## config.mk

```make
export PLATFORM = sky130hd
export DESIGN_NAME = edge_capture_unit
export DESIGN_NICKNAME = d
export VERILOG_FILES = /design/src/rtl/ecap_pkg.sv /design/src/rtl/ecap_pin_sync.sv /design/src/rtl/ecap_edge_qual.sv /design/src/rtl/ecap_seq.sv /design/src/rtl/edge_capture_unit.sv
export SDC_FILE = /design/constraint.sdc
export NUM_CORES = 1
export LEC_CHECK = 0
export CORE_MARGIN = 2
export CORE_UTILIZATION = 43
export DETAILED_ROUTE_END_ITERATION = 8
export PLACE_DENSITY = 0.79
export SLEW_MARGIN = 20
export SYNTH_ARGS = -nofsm -noshare
export SYNTH_HDL_FRONTEND = slang
export SYNTH_HIERARCHICAL = 1
export SYNTH_SLANG_ARGS = --single-unit
```

## constraint.sdc

```tcl
create_clock -name clk -period 3.2 [get_ports clk]
set_clock_uncertainty 0.2 [all_clocks]
set_input_delay 0.64 -clock clk [delete_from_list [all_inputs] [get_ports clk]]
set_output_delay 0.64 -clock clk [all_outputs]
set_load 0.1 [all_outputs]
```

## src/rtl/ecap_pkg.sv

```systemverilog
// Package: shared types for the edge capture unit.
// Assumes: the mode field is two bits wide and encoded as below.
package ecap_pkg;
    typedef enum logic [1:0] {
        CAP_OFF  = 2'd0,
        CAP_RISE = 2'd1,
        CAP_FALL = 2'd2,
        CAP_BOTH = 2'd3
    } cap_mode_e;

    // Sequence position: number of slots already filled.
    typedef enum logic [1:0] {
        SEQ_EMPTY = 2'd0,
        SEQ_ONE   = 2'd1,
        SEQ_FULL  = 2'd2
    } seq_pos_e;
endpackage

```

## src/rtl/ecap_pin_sync.sv

```systemverilog
// Module: ecap_pin_sync
// Brings the asynchronous pin into the clock domain through STAGES flops
// and keeps the previous synchronised level for transition detection.
// Assumes: STAGES >= 2; all flops reset to a low level.
module ecap_pin_sync #(
    parameter int STAGES = 2
) (
    input  logic clk,
    input  logic rst_n,
    input  logic pin_i,
    output logic level_o,
    output logic prev_o
);
    logic [STAGES-1:0] chain_q;
    logic              prev_q;

    // Shift the pin level through the synchroniser chain.
    always_ff @(posedge clk) begin
        if (!rst_n) chain_q <= '0;
        else        chain_q <= {chain_q[STAGES-2:0], pin_i};
    end

    // Remember the last synchronised level.
    always_ff @(posedge clk) begin
        if (!rst_n) prev_q <= 1'b0;
        else        prev_q <= chain_q[STAGES-1];
    end

    assign level_o = chain_q[STAGES-1];
    assign prev_o  = prev_q;

    // the delayed copy follows the synchronised level one cycle later
    prev_follow_chk: assert property (@(posedge clk) disable iff (!rst_n)
        1'b1 |=> prev_o == $past(level_o));
endmodule

```

## src/rtl/ecap_edge_qual.sv

```systemverilog
// Module: ecap_edge_qual
// Decides, from the synchronised level and its previous value, whether a
// transition of the selected kind is present this cycle.
// Assumes: inputs are already in the clock domain.
module ecap_edge_qual
    import ecap_pkg::*;
(
    input  logic      level_i,
    input  logic      prev_i,
    input  cap_mode_e mode_i,
    input  logic      dir_in_i,
    output logic      hit_o
);
    logic rise, fall;

    // Classify the transition and filter it through mode and direction.
    always_comb begin
        rise = level_i & ~prev_i;
        fall = ~level_i & prev_i;
        unique case (mode_i)
            CAP_RISE: hit_o = rise;
            CAP_FALL: hit_o = fall;
            CAP_BOTH: hit_o = rise | fall;
            default:  hit_o = 1'b0;
        endcase
        if (!dir_in_i) hit_o = 1'b0;
    end
endmodule

```

## src/rtl/ecap_seq.sv

```systemverilog
// Module: ecap_seq
// Two-slot capture sequencer: stores the counter on each hit into slot one
// then slot two, raises a one-cycle event at the selected slot, ignores hits
// when full, and restarts on clear or on a mode change from off to on.
// Assumes: hit_i is a single-cycle qualified transition.
module ecap_seq
    import ecap_pkg::*;
#(
    parameter int CNT_W = 32
) (
    input  logic             clk,
    input  logic             rst_n,
    input  logic             hit_i,
    input  logic [CNT_W-1:0] count_i,
    input  cap_mode_e        mode_i,
    input  logic             fire_on_second_i,
    input  logic             clear_i,
    output logic [CNT_W-1:0] cap_first_o,
    output logic [CNT_W-1:0] cap_second_o,
    output logic             event_o
);
    seq_pos_e         pos_q;
    logic             was_off_q;
    logic             restart;
    logic [CNT_W-1:0] slot1_q, slot2_q;
    logic             event_q;
    seq_pos_e         fire_pos;

    assign restart  = clear_i | (was_off_q & (mode_i != CAP_OFF));
    assign fire_pos = fire_on_second_i ? SEQ_ONE : SEQ_EMPTY;

    // Track whether the mode was off last cycle, for re-arming.
    always_ff @(posedge clk) begin
        if (!rst_n) was_off_q <= 1'b1;
        else        was_off_q <= (mode_i == CAP_OFF);
    end

    // Advance the sequence, load the slots and form the event strobe.
    always_ff @(posedge clk) begin
        if (!rst_n) begin
            pos_q   <= SEQ_EMPTY;
            slot1_q <= '0;
            slot2_q <= '0;
            event_q <= 1'b0;
        end else begin
            event_q <= 1'b0;
            if (restart) begin
                pos_q <= SEQ_EMPTY;
            end else if (hit_i && pos_q != SEQ_FULL) begin
                if (pos_q == SEQ_EMPTY) begin
                    slot1_q <= count_i;
                    pos_q   <= SEQ_ONE;
                end else begin
                    slot2_q <= count_i;
                    pos_q   <= SEQ_FULL;
                end
                event_q <= (pos_q == fire_pos);
            end
        end
    end

    assign cap_first_o  = slot1_q;
    assign cap_second_o = slot2_q;
    assign event_o      = event_q;


    clear_wins_chk: assert property (@(posedge clk) disable iff (!rst_n)
        clear_i |=> (pos_q == SEQ_EMPTY) && !event_o && $stable(slot1_q) && $stable(slot2_q));

    full_hold_chk: assert property (@(posedge clk) disable iff (!rst_n)
        (pos_q == SEQ_FULL) |=> $stable(slot1_q) && $stable(slot2_q) && !event_o);

    first_load_chk: assert property (@(posedge clk) disable iff (!rst_n)
        (hit_i && !restart && pos_q == SEQ_EMPTY) |=> slot1_q == $past(count_i));

    event_single_chk: assert property (@(posedge clk) disable iff (!rst_n)
        event_o |=> !event_o);
endmodule

```

## src/rtl/edge_capture_unit.sv

```systemverilog
// Module: edge_capture_unit (top)
// Input-capture front end of a timer pin: synchroniser, transition
// qualifier and two-slot capture sequencer.
// Assumes: count_i is a free-running counter in the clk domain.
module edge_capture_unit
    import ecap_pkg::*;
#(
    parameter int CNT_W       = 32,
    parameter int SYNC_STAGES = 2
) (
    input  logic             clk,
    input  logic             rst_n,
    input  logic [CNT_W-1:0] count_i,
    input  logic             pin_i,
    input  logic             pin_is_input_i,
    input  logic [1:0]       edge_mode_i,
    input  logic             fire_on_second_i,
    input  logic             clear_i,
    output logic [CNT_W-1:0] cap_first_o,
    output logic [CNT_W-1:0] cap_second_o,
    output logic             event_o
);
    logic      lvl, prev, hit;
    cap_mode_e mode;

    assign mode = cap_mode_e'(edge_mode_i);

    ecap_pin_sync #(.STAGES(SYNC_STAGES)) u_sync (
        .clk(clk), .rst_n(rst_n), .pin_i(pin_i),
        .level_o(lvl), .prev_o(prev)
    );

    ecap_edge_qual u_qual (
        .level_i(lvl), .prev_i(prev), .mode_i(mode),
        .dir_in_i(pin_is_input_i), .hit_o(hit)
    );

    ecap_seq #(.CNT_W(CNT_W)) u_seq (
        .clk(clk), .rst_n(rst_n), .hit_i(hit), .count_i(count_i),
        .mode_i(mode), .fire_on_second_i(fire_on_second_i),
        .clear_i(clear_i), .cap_first_o(cap_first_o),
        .cap_second_o(cap_second_o), .event_o(event_o)
    );


    dir_out_hold_chk: assert property (@(posedge clk) disable iff (!rst_n)
        !pin_is_input_i |=> $stable(cap_first_o) && $stable(cap_second_o) && !event_o);

    mode_off_hold_chk: assert property (@(posedge clk) disable iff (!rst_n)
        (edge_mode_i == 2'd0) |=> $stable(cap_first_o) && $stable(cap_second_o) && !event_o);
endmodule

```

After elaboration in Yosys (flattened, before gate mapping)
Cells that the tools add are included.
Widths: inputs -> output; s select.
- bits in registers: 71
- input port bits: 40
- logic and storage cells: 35
- reduce and logical (&&, ||, !) cells: 8
- bitwise operators: 11
- muxes and demuxes: 4
- equality and inequality tests: 5
- operators with widths (kind ; count):
    $not 1->1 ; 6
    $reduce_and 3->1 ; 2
    $eq 2x2->1 const B ; 2
    $logic_not 2->1 ; 2
    $and 1x1->1 ; 3
    $pmux 1 s3 ; 1
    $reduce_or 3->1 ; 1
    $eq 2x1->1 const B ; 1
    $eq 2x2->1 ; 1
    $mux 1 ; 2
    $mux 2 ; 1
    $ne 2x2->1 const B ; 1
    $or 1x1->1 ; 2
    $reduce_bool 2->1 ; 1
    $reduce_or 2->1 ; 1
    $logic_and 1x1->1 ; 1

Longest topological paths before layout
Gate-level depths: netlist of the first run.
- depth in word-level cells: 8
- mapped depth: 9
- depth with buffers taken out: 7

By module
Netlist of the first run, hierarchy kept.
- by module, submodules not included (module ; seq. area each (sq um) ; instances ; area each (sq um) ; cells each):
    ecap_seq ; 1361.3 ; 1 ; 2576.2 ; 259
    ecap_pin_sync ; 60.1 ; 1 ; 78.8 ; 6
    ecap_edge_qual ; 0.0 ; 1 ; 62.6 ; 9

Worst setup path after synthesis of the first run
OpenSTA, ideal clock, no wires.
- kind: in2reg
- start: input edge_mode_i[1]
- end: register u_seq.slot1_q[0], in the netlist u_seq/cap_first_o[0]
- library setup time: 121 ps
- buffers on the path: 2
- arrival time: 2283 ps
- data required time: 2879 ps
- slack: 596 ps
- cell stages on the path: 7
- cell sequence: nand2b_1 a311oi_1 or3b_1 or3b_1 buf_6 buf_12 mux2i_1
- word-level cells in the longest chain between the ends: 5
- RTL lines (what ; line ; source):
    from (decl) ; edge_capture_unit.sv:16 ; input logic [1:0] edge_mode_i,
    $eq 2x2->1 or $eq 2x1->1 (tied branches) ; ecap_edge_qual.sv:20 ; unique case (mode_i)
    $pmux 1 s3 * ; ecap_edge_qual.sv:20 ;
    $mux 1 * ; ecap_edge_qual.sv:26 ; if (!dir_in_i) hit_o = 1'b0;
    net hit ; edge_capture_unit.sv:23 ; logic lvl, prev, hit;
    $logic_and 1x1->1 * ; ecap_seq.sv:49 ; end else if (hit_i && pos_q != SEQ_FULL) begin
    $reduce_and 3->1 (no source line) * ; n/a ;
    to (signal assigned) ; ecap_seq.sv:51 ; slot1_q <= count_i;
    to (decl) ; ecap_seq.sv:25 ; logic [CNT_W-1:0] slot1_q, slot2_q;
The timed path passes the listed nets; every way through them passes the cells marked *.
A chain may end at the register's enable or synchronous reset.

Worst setup path in the final report of the first run
- start: input edge_mode_i[1]
- end: register u_seq.slot1_q[27], in the netlist u_seq/cap_first_o[27]
Same word-level chain as after synthesis.

==> results.py, run 1 <==
metrics = {
    "die": {
        "start_util_pct": 45.1,
        "die_w_um": 83.5,
        "ios": 105,
        "rows": 28,
        "die_y_um": 83.5,
        "design.die.area_sq_um": 6970,
        "core_sq_um": 6030,
    },
    "yosys": {
        "syn_area_sq_um": 2720,
        "syn_avg_cell_area_sq_um": 9.92,
        "ys_ff_latch": 71,
        "ys_seq_area_share_pct": 52.3,
        "synthesis.nets": 316,
        "syn_inst": 274,
        "ys_warn_count": 6,
        "synth_cell_types": 20,
    },
    "power_and_ir_drop": {
        "ir_drop_mv": 0.310,
        "switching_share_pct": 22.9,
        "internal-power_mw": 1.42,
        "p_leak_nw": 1.78,
        "p_comb_share_pct": 9.6,
        "clkPwrFrac_pct": 41.6,
        "power_density_nw_per_um2": 478,
        "switchingPower_mw": 0.422,
        "p_seq_share_pct": 48.8,
    },
    "worst_setup_path": {
        "arrival_ns": 2.84,
        "crit_fanout": 32,
        "crit_path_end_kind": "flop",
        "reg2reg_depth": 8,
        "critical_path_class": "in2reg",
        "start_kind": "primary input",
        "required_ns": 3.22,
    },
    "route": {
        "drt_iter0_drc": 67,
        "via_per_inst": 4.82,
        "vias": 2192,
        "wl_per_cell_um": 13.0,
        "drt-pass1-iter-count": 4,
        "ant_nets": 0,
        "wl_um": 5930,
        "drcViolationCount": 0,
    },
    "flow_run": {
        "drv_cap": 0,
    },
    "place": {
        "place_congestion": 0.725,
        "hpwl_um": 4220,
        "place_inst": 440,
        "place_worst_setup_slack_ns": 0.0266,
        "port_buffers": 104,
        "placed_area_sq_um": 3640,
    },
    "sta": {
        "final.setup.worst_slack_ns": 0.376,
        "maxSlewViolCount": 0,
        "min_period_ns": 2.82,
        "rsz0062_at_grt": "no",
        "hold_viol_final": 0,
        "report.final.setup_viol": 0,
        "fmax_mhz": 354,
        "fin_crit_sh_pct": 88.3,
        "slew_headroom_pct": 69.1,
        "worst_pin_slew_ns": 0.464,
        "setup_tns_ns": 0,
    },
    "grt": {
        "grt.overflow.total": 0,
        "grt_pass1_vias": 2163,
        "use_met2_pct": 27.9,
        "antenna_found_initial": 0,
        "grt_pass1_wl_um": 9980,
        "grt_busiest_layer": "met2",
        "grt_max_degree": 51,
        "grtUsageMet3_pct": 5.93,
        "grtUsageMet1_pct": 22.1,
        "gr-usage-all-layers_pct": 17.6,
    },
    "cells_and_area": {
        "area_growth_pct": 41.6,
        "seq_area_sq_um": 1420,
        "multi_input_area_sq_um": 1150,
        "final_cell_area_sq_um": 3850,
        "final_common_cell": "nand2_1",
        "instances_no_fill": 455,
        "final_cell_mix": "nand2_1 (96), dfxtp_1 (71), buf_4 (68)",
        "fin_nets": 418,
        "nFillCells": 497,
        "final_layout_size_suffix_gt1_share_pct": 23.2,
        "final_util_pct": 63.9,
        "diodes": 0,
    },
    "cts": {
        "cts_buffers": 9,
        "cts_tree": "done",
        "clock-sinks": 71,
        "clk_pin_slew_worst_paths_ns": 0.07,
        "cts_root_buffer": "clkbuf_8",
        "cts.repair.resized": 0,
        "cts_hold_buf": 0,
        "cts_setup_buffers": 0,
        "htreeDepth": 3,
        "clockBufferDepth": 2,
        "clock_latency_ns": 0.33,
    },
    "hold_path": {
        "worst_hold_path_type": "reg2reg",
        "min_path_cells": 1,
    },
    "run_status": {
        "status": "finished, final reports clean",
    },
}
flip-flops by register name, summed over array words and instances (netlist names):
signal              count
u_seq/cap_first_o      32
u_seq/cap_second_o     32
u_seq/pos_q             2
u_sync/chain_q          2
u_seq/event_o           1
u_seq/was_off_q         1
u_sync/prev_o           1
synth_stat cells:
master | count | area share [%]
and4b_1 | 1 | 0.37
buf_12 | 3 | 2.2
and2_1 | 3 | 0.69
mux2i_1 | 64 | 24
xor2_1 | 1 | 0.32
inv_1 | 3 | 0.41
a311oi_1 | 1 | 0.32
nand2b_1 | 3 | 0.69
a21oi_1 | 3 | 0.55
nand2_1 | 96 | 13
buf_6 | 1 | 0.41
dfxtp_1 | 71 | 52
buf_2 | 3 | 0.55
nor4b_1 | 1 | 0.32
nand3b_1 | 1 | 0.28
or3b_1 | 2 | 0.64
o21ai_0 | 2 | 0.37
clkbuf_1 | 12 | 1.7
ha_1 | 2 | 0.92
nor2_1 | 1 | 0.14
final cells by class:
| class | count | area share, % |
|---|---|---|
| clock buffer | 11 | 3.67 |
| tap | 75 | 2.44 |
| timing repair buffer | 110 | 24.8 |
| sequential | 71 | 36.9 |
| multi-input combinational | 181 | 30.0 |
| clock inverter | 4 | 1.82 |
| inverter | 3 | 0.293 |
routing by layer:
| metal | part of all wire [%] | routed length, um |
|---|---|---|
| met1 | 46 | 2720 |
| met2 | 45 | 2680 |
| met3 | 7.5 | 447 |
| met4 | 1.5 | 87 |
| met5 | 0 | 0 |
path summary, 6_finish.rpt:
check                          from                    end  slack (ns)
setup / recovery     edge_mode_i[1]  u_seq/cap_first_o[27]        0.38
hold reg to reg   u_sync/chain_q[0]      u_sync/chain_q[1]        0.25
setup reg to reg  u_sync/chain_q[1]  u_seq/cap_first_o[27]        0.51
hold / removal    u_sync/chain_q[0]      u_sync/chain_q[1]        0.25
stage by stage:
stage | hold WS (ns) | total power [mW]
2_1_floorplan | 0.212 | 1.03
3_3_place_gp | 0.217 | 1.09
3_5_place_dp | 0.231 | 1.10
4_1_cts | 0.253 | 1.86
5_1_grt | 0.269 | 1.91
6_report | 0.246 | 1.84
kinds of logic after synthesis:
logic type,Yosys count,synth area share (%)
simple gates,108,16.4
flops,71,52.3
mux,64,23.6
buf+inv,22,5.25
compound gates,6,1.24
fa+ha+maj,2,0.921
xor+xnor,1,0.322
power by group through the flow:
stage               clock [mW]  sequential, mW  combinational (mW)
floorplan                    0           0.972              0.0540
global placement             0           0.918               0.175
detailed placement           0           0.919               0.176
CTS                      0.789           0.898               0.177
global route             0.826           0.899               0.188
finish                   0.765           0.898               0.176
worst max-delay path, cell delays in order:
cell and delay, ns:
clkdlybuf4s50_1 0.47, nand2b_1 0.17, a311oi_1 0.30, or3b_1 0.40
or3b_2 0.49, buf_12 0.21, mux2i_1 0.14
Power figures use the tool's default switching activity.
==> inputs of run 2 (changes only) <==
Settings changed: MAX_ROUTING_LAYER from default to met4.
==> run 2 against run 1 <==
Effect of this change: cell area stayed put; sequential share of layout area stayed put; count of clock-buffer cells in the layout stayed put; flip-flop and latch count stayed put; total power hardly changed; global-route usage is 0.50 points higher; core utilization stayed put; final cell count stayed put; routed wire length is 0.12% higher; highest routed layer unchanged; register-to-register slack hardly changed; clock power hardly changed.
==> results.py, run 2 (synthesized netlist as in run 1, its figures left out) <==
metrics = {
    "cts": {
        "cts_hold_buf": 0,
        "cts_root_buffer": "clkbuf_8",
        "clockBufferDepth": 2,
        "cts_buffers": 9,
        "cts_tree": "done",
        "htreeDepth": 3,
        "clock_latency_ns": 0.33,
        "clock-sinks": 71,
        "cts.repair.resized": 0,
        "cts_setup_buffers": 0,
        "clk_pin_slew_worst_paths_ns": 0.07,
    },
    "run_status": {
        "status": "finished, final reports clean",
    },
    "hold_path": {
        "worst_hold_path_type": "reg2reg",
        "min-delay-start": "u_sync/chain_q[0]",
        "min_path_cells": 1,
    },
    "worst_setup_path": {
        "required_ns": 3.21,
        "max_stage_delay_ns": 0.49,
        "crit_path_start": "edge_mode_i[1]",
        "crit_path_end_kind": "flop",
        "critical_path_class": "in2reg",
        "r2r-start": "u_sync/chain_q[1]",
        "reg2reg_depth": 8,
        "crit_fanout": 32,
        "path_cells": "clkdlybuf4s50_1 > nand2b_1 > a311oi_1 > or3b_1 > or3b_2 > buf_12 > mux2i_1",
        "start_kind": "primary input",
        "arrival_ns": 2.84,
        "critical-path-slowest-cell": "or3b_2",
    },
    "grt": {
        "gr-usage-all-layers_pct": 18.1,
        "antenna_found_initial": 0,
        "grt_busiest_layer": "met2",
        "grtUsageMet3_pct": 5.74,
        "grt_pass1_wl_um": 9980,
        "grtUsageMet1_pct": 22.8,
        "grt.overflow.total": 0,
        "use_met2_pct": 27.9,
        "grt_max_degree": 51,
        "grt_pass1_vias": 2163,
    },
    "cells_and_area": {
        "area_growth_pct": 41.6,
        "instances_no_fill": 455,
        "diodes": 0,
        "final_common_cell": "nand2_1",
        "fin_nets": 418,
        "final_cell_mix": "nand2_1 (96), dfxtp_1 (71), buf_4 (68)",
        "final_layout_size_suffix_gt1_share_pct": 23.2,
    },
    "sta": {
        "maxSlewViolCount": 0,
        "rsz0062_at_grt": "no",
        "hold_viol_final": 0,
        "report.final.setup_viol": 0,
        "slew_headroom_pct": 69.2,
        "min_period_ns": 2.83,
        "worst_pin_slew_ns": 0.463,
        "setup_tns_ns": 0,
        "fmax_mhz": 354,
        "fin_crit_sh_pct": 88.4,
    },
    "power_and_ir_drop": {
        "ir_drop_mv": 0.310,
        "power_density_nw_per_um2": 478,
        "p_leak_nw": 1.78,
    },
    "route": {
        "drcViolationCount": 0,
        "wl_per_cell_um": 13.1,
        "drt-pass1-iter-count": 4,
        "vias": 2200,
        "drt_iter0_drc": 70,
        "wl_um": 5940,
        "via_per_inst": 4.84,
        "ant_nets": 0,
    },
    "place": {
        "hpwl_um": 4220,
        "place_congestion": 0.734,
        "port_buffers": 104,
        "place_inst": 440,
    },
    "die": {
        "core_sq_um": 6030,
        "ios": 105,
        "rows": 28,
        "start_util_pct": 45.1,
        "die_y_um": 83.5,
        "design.die.area_sq_um": 6970,
        "die_w_um": 83.5,
    },
    "flow_run": {
        "drv_cap": 0,
    },
}
## run 2: cell counts in the layout (fill, tap and decap cells not counted)
Identical to the previous run, type by type.
## run 2: metrics by stage
step	util (%)	power [mW]	cell area, sq um	hold WS [ns]	setup slack, ns
final	63.9	1.84	3850	0.249	0.371
after global routing	63.9	1.91	3850	0.269	0.273
after CTS	63.9	1.86	3850	0.253	0.387
after detailed placement	60.4	1.10	3640	0.231	0.0266
after global placement	60.4	1.09	3640	0.217	0.0922
after floorplan	-	1.03	2720	0.212	0.596
## run 2: metal layers
| metal | vias up | share of wire, % |
|---|---|---|
| li1 | 1097 | - |
| met1 | 1013 | 47 |
| met2 | 82 | 46 |
| met3 | 8 | 6.9 |
| met4 | 0 | 0.93 |
| met5 | - | 0 |
## run 2: cell type report
cell class	count	area (sq um)
Clock buffer	11	141
Multi-Input combinational cell	181	1150
Clock inverter	4	70.1
Sequential cell	71	1420
Tap cell	75	93.8
Timing Repair Buffer	110	956
Inverter	3	11.3
Fill cell	497	2180
## run 2: path summary, 6_finish.rpt
check                          endpoint  slack [ns]
setup / recovery  u_seq/cap_first_o[18]        0.37
hold / removal        u_sync/chain_q[1]        0.25
setup reg to reg  u_seq/cap_first_o[18]        0.51
hold reg to reg       u_sync/chain_q[1]        0.25
## run 2: power by group
group | total [mW] | switching [mW] | leakage, nW | internal [mW]
clock | 0.764 | 0.310 | 0.109 | 0.454
sequential | 0.899 | 0.00523 | 0.573 | 0.893
combinational | 0.176 | 0.106 | 1.09 | 0.0706
## run 2: worst max-delay path: cells and delay by family
| kind | cells | cell delay, ns |
|---|---|---|
| buffers and inverters | 2 | 0.68 |
| multiplexers | 1 | 0.14 |
| AO/OA/AOI/OAI | 1 | 0.30 |
| AND/OR/NAND/NOR | 3 | 1.06 |
==> inputs of run 3 (changes only) <==
Settings changed: SETUP_SLACK_MARGIN from default to 0.2.
==> results of run 3 <==
The final DEF is identical to that of run 2; final timing and power are the same.
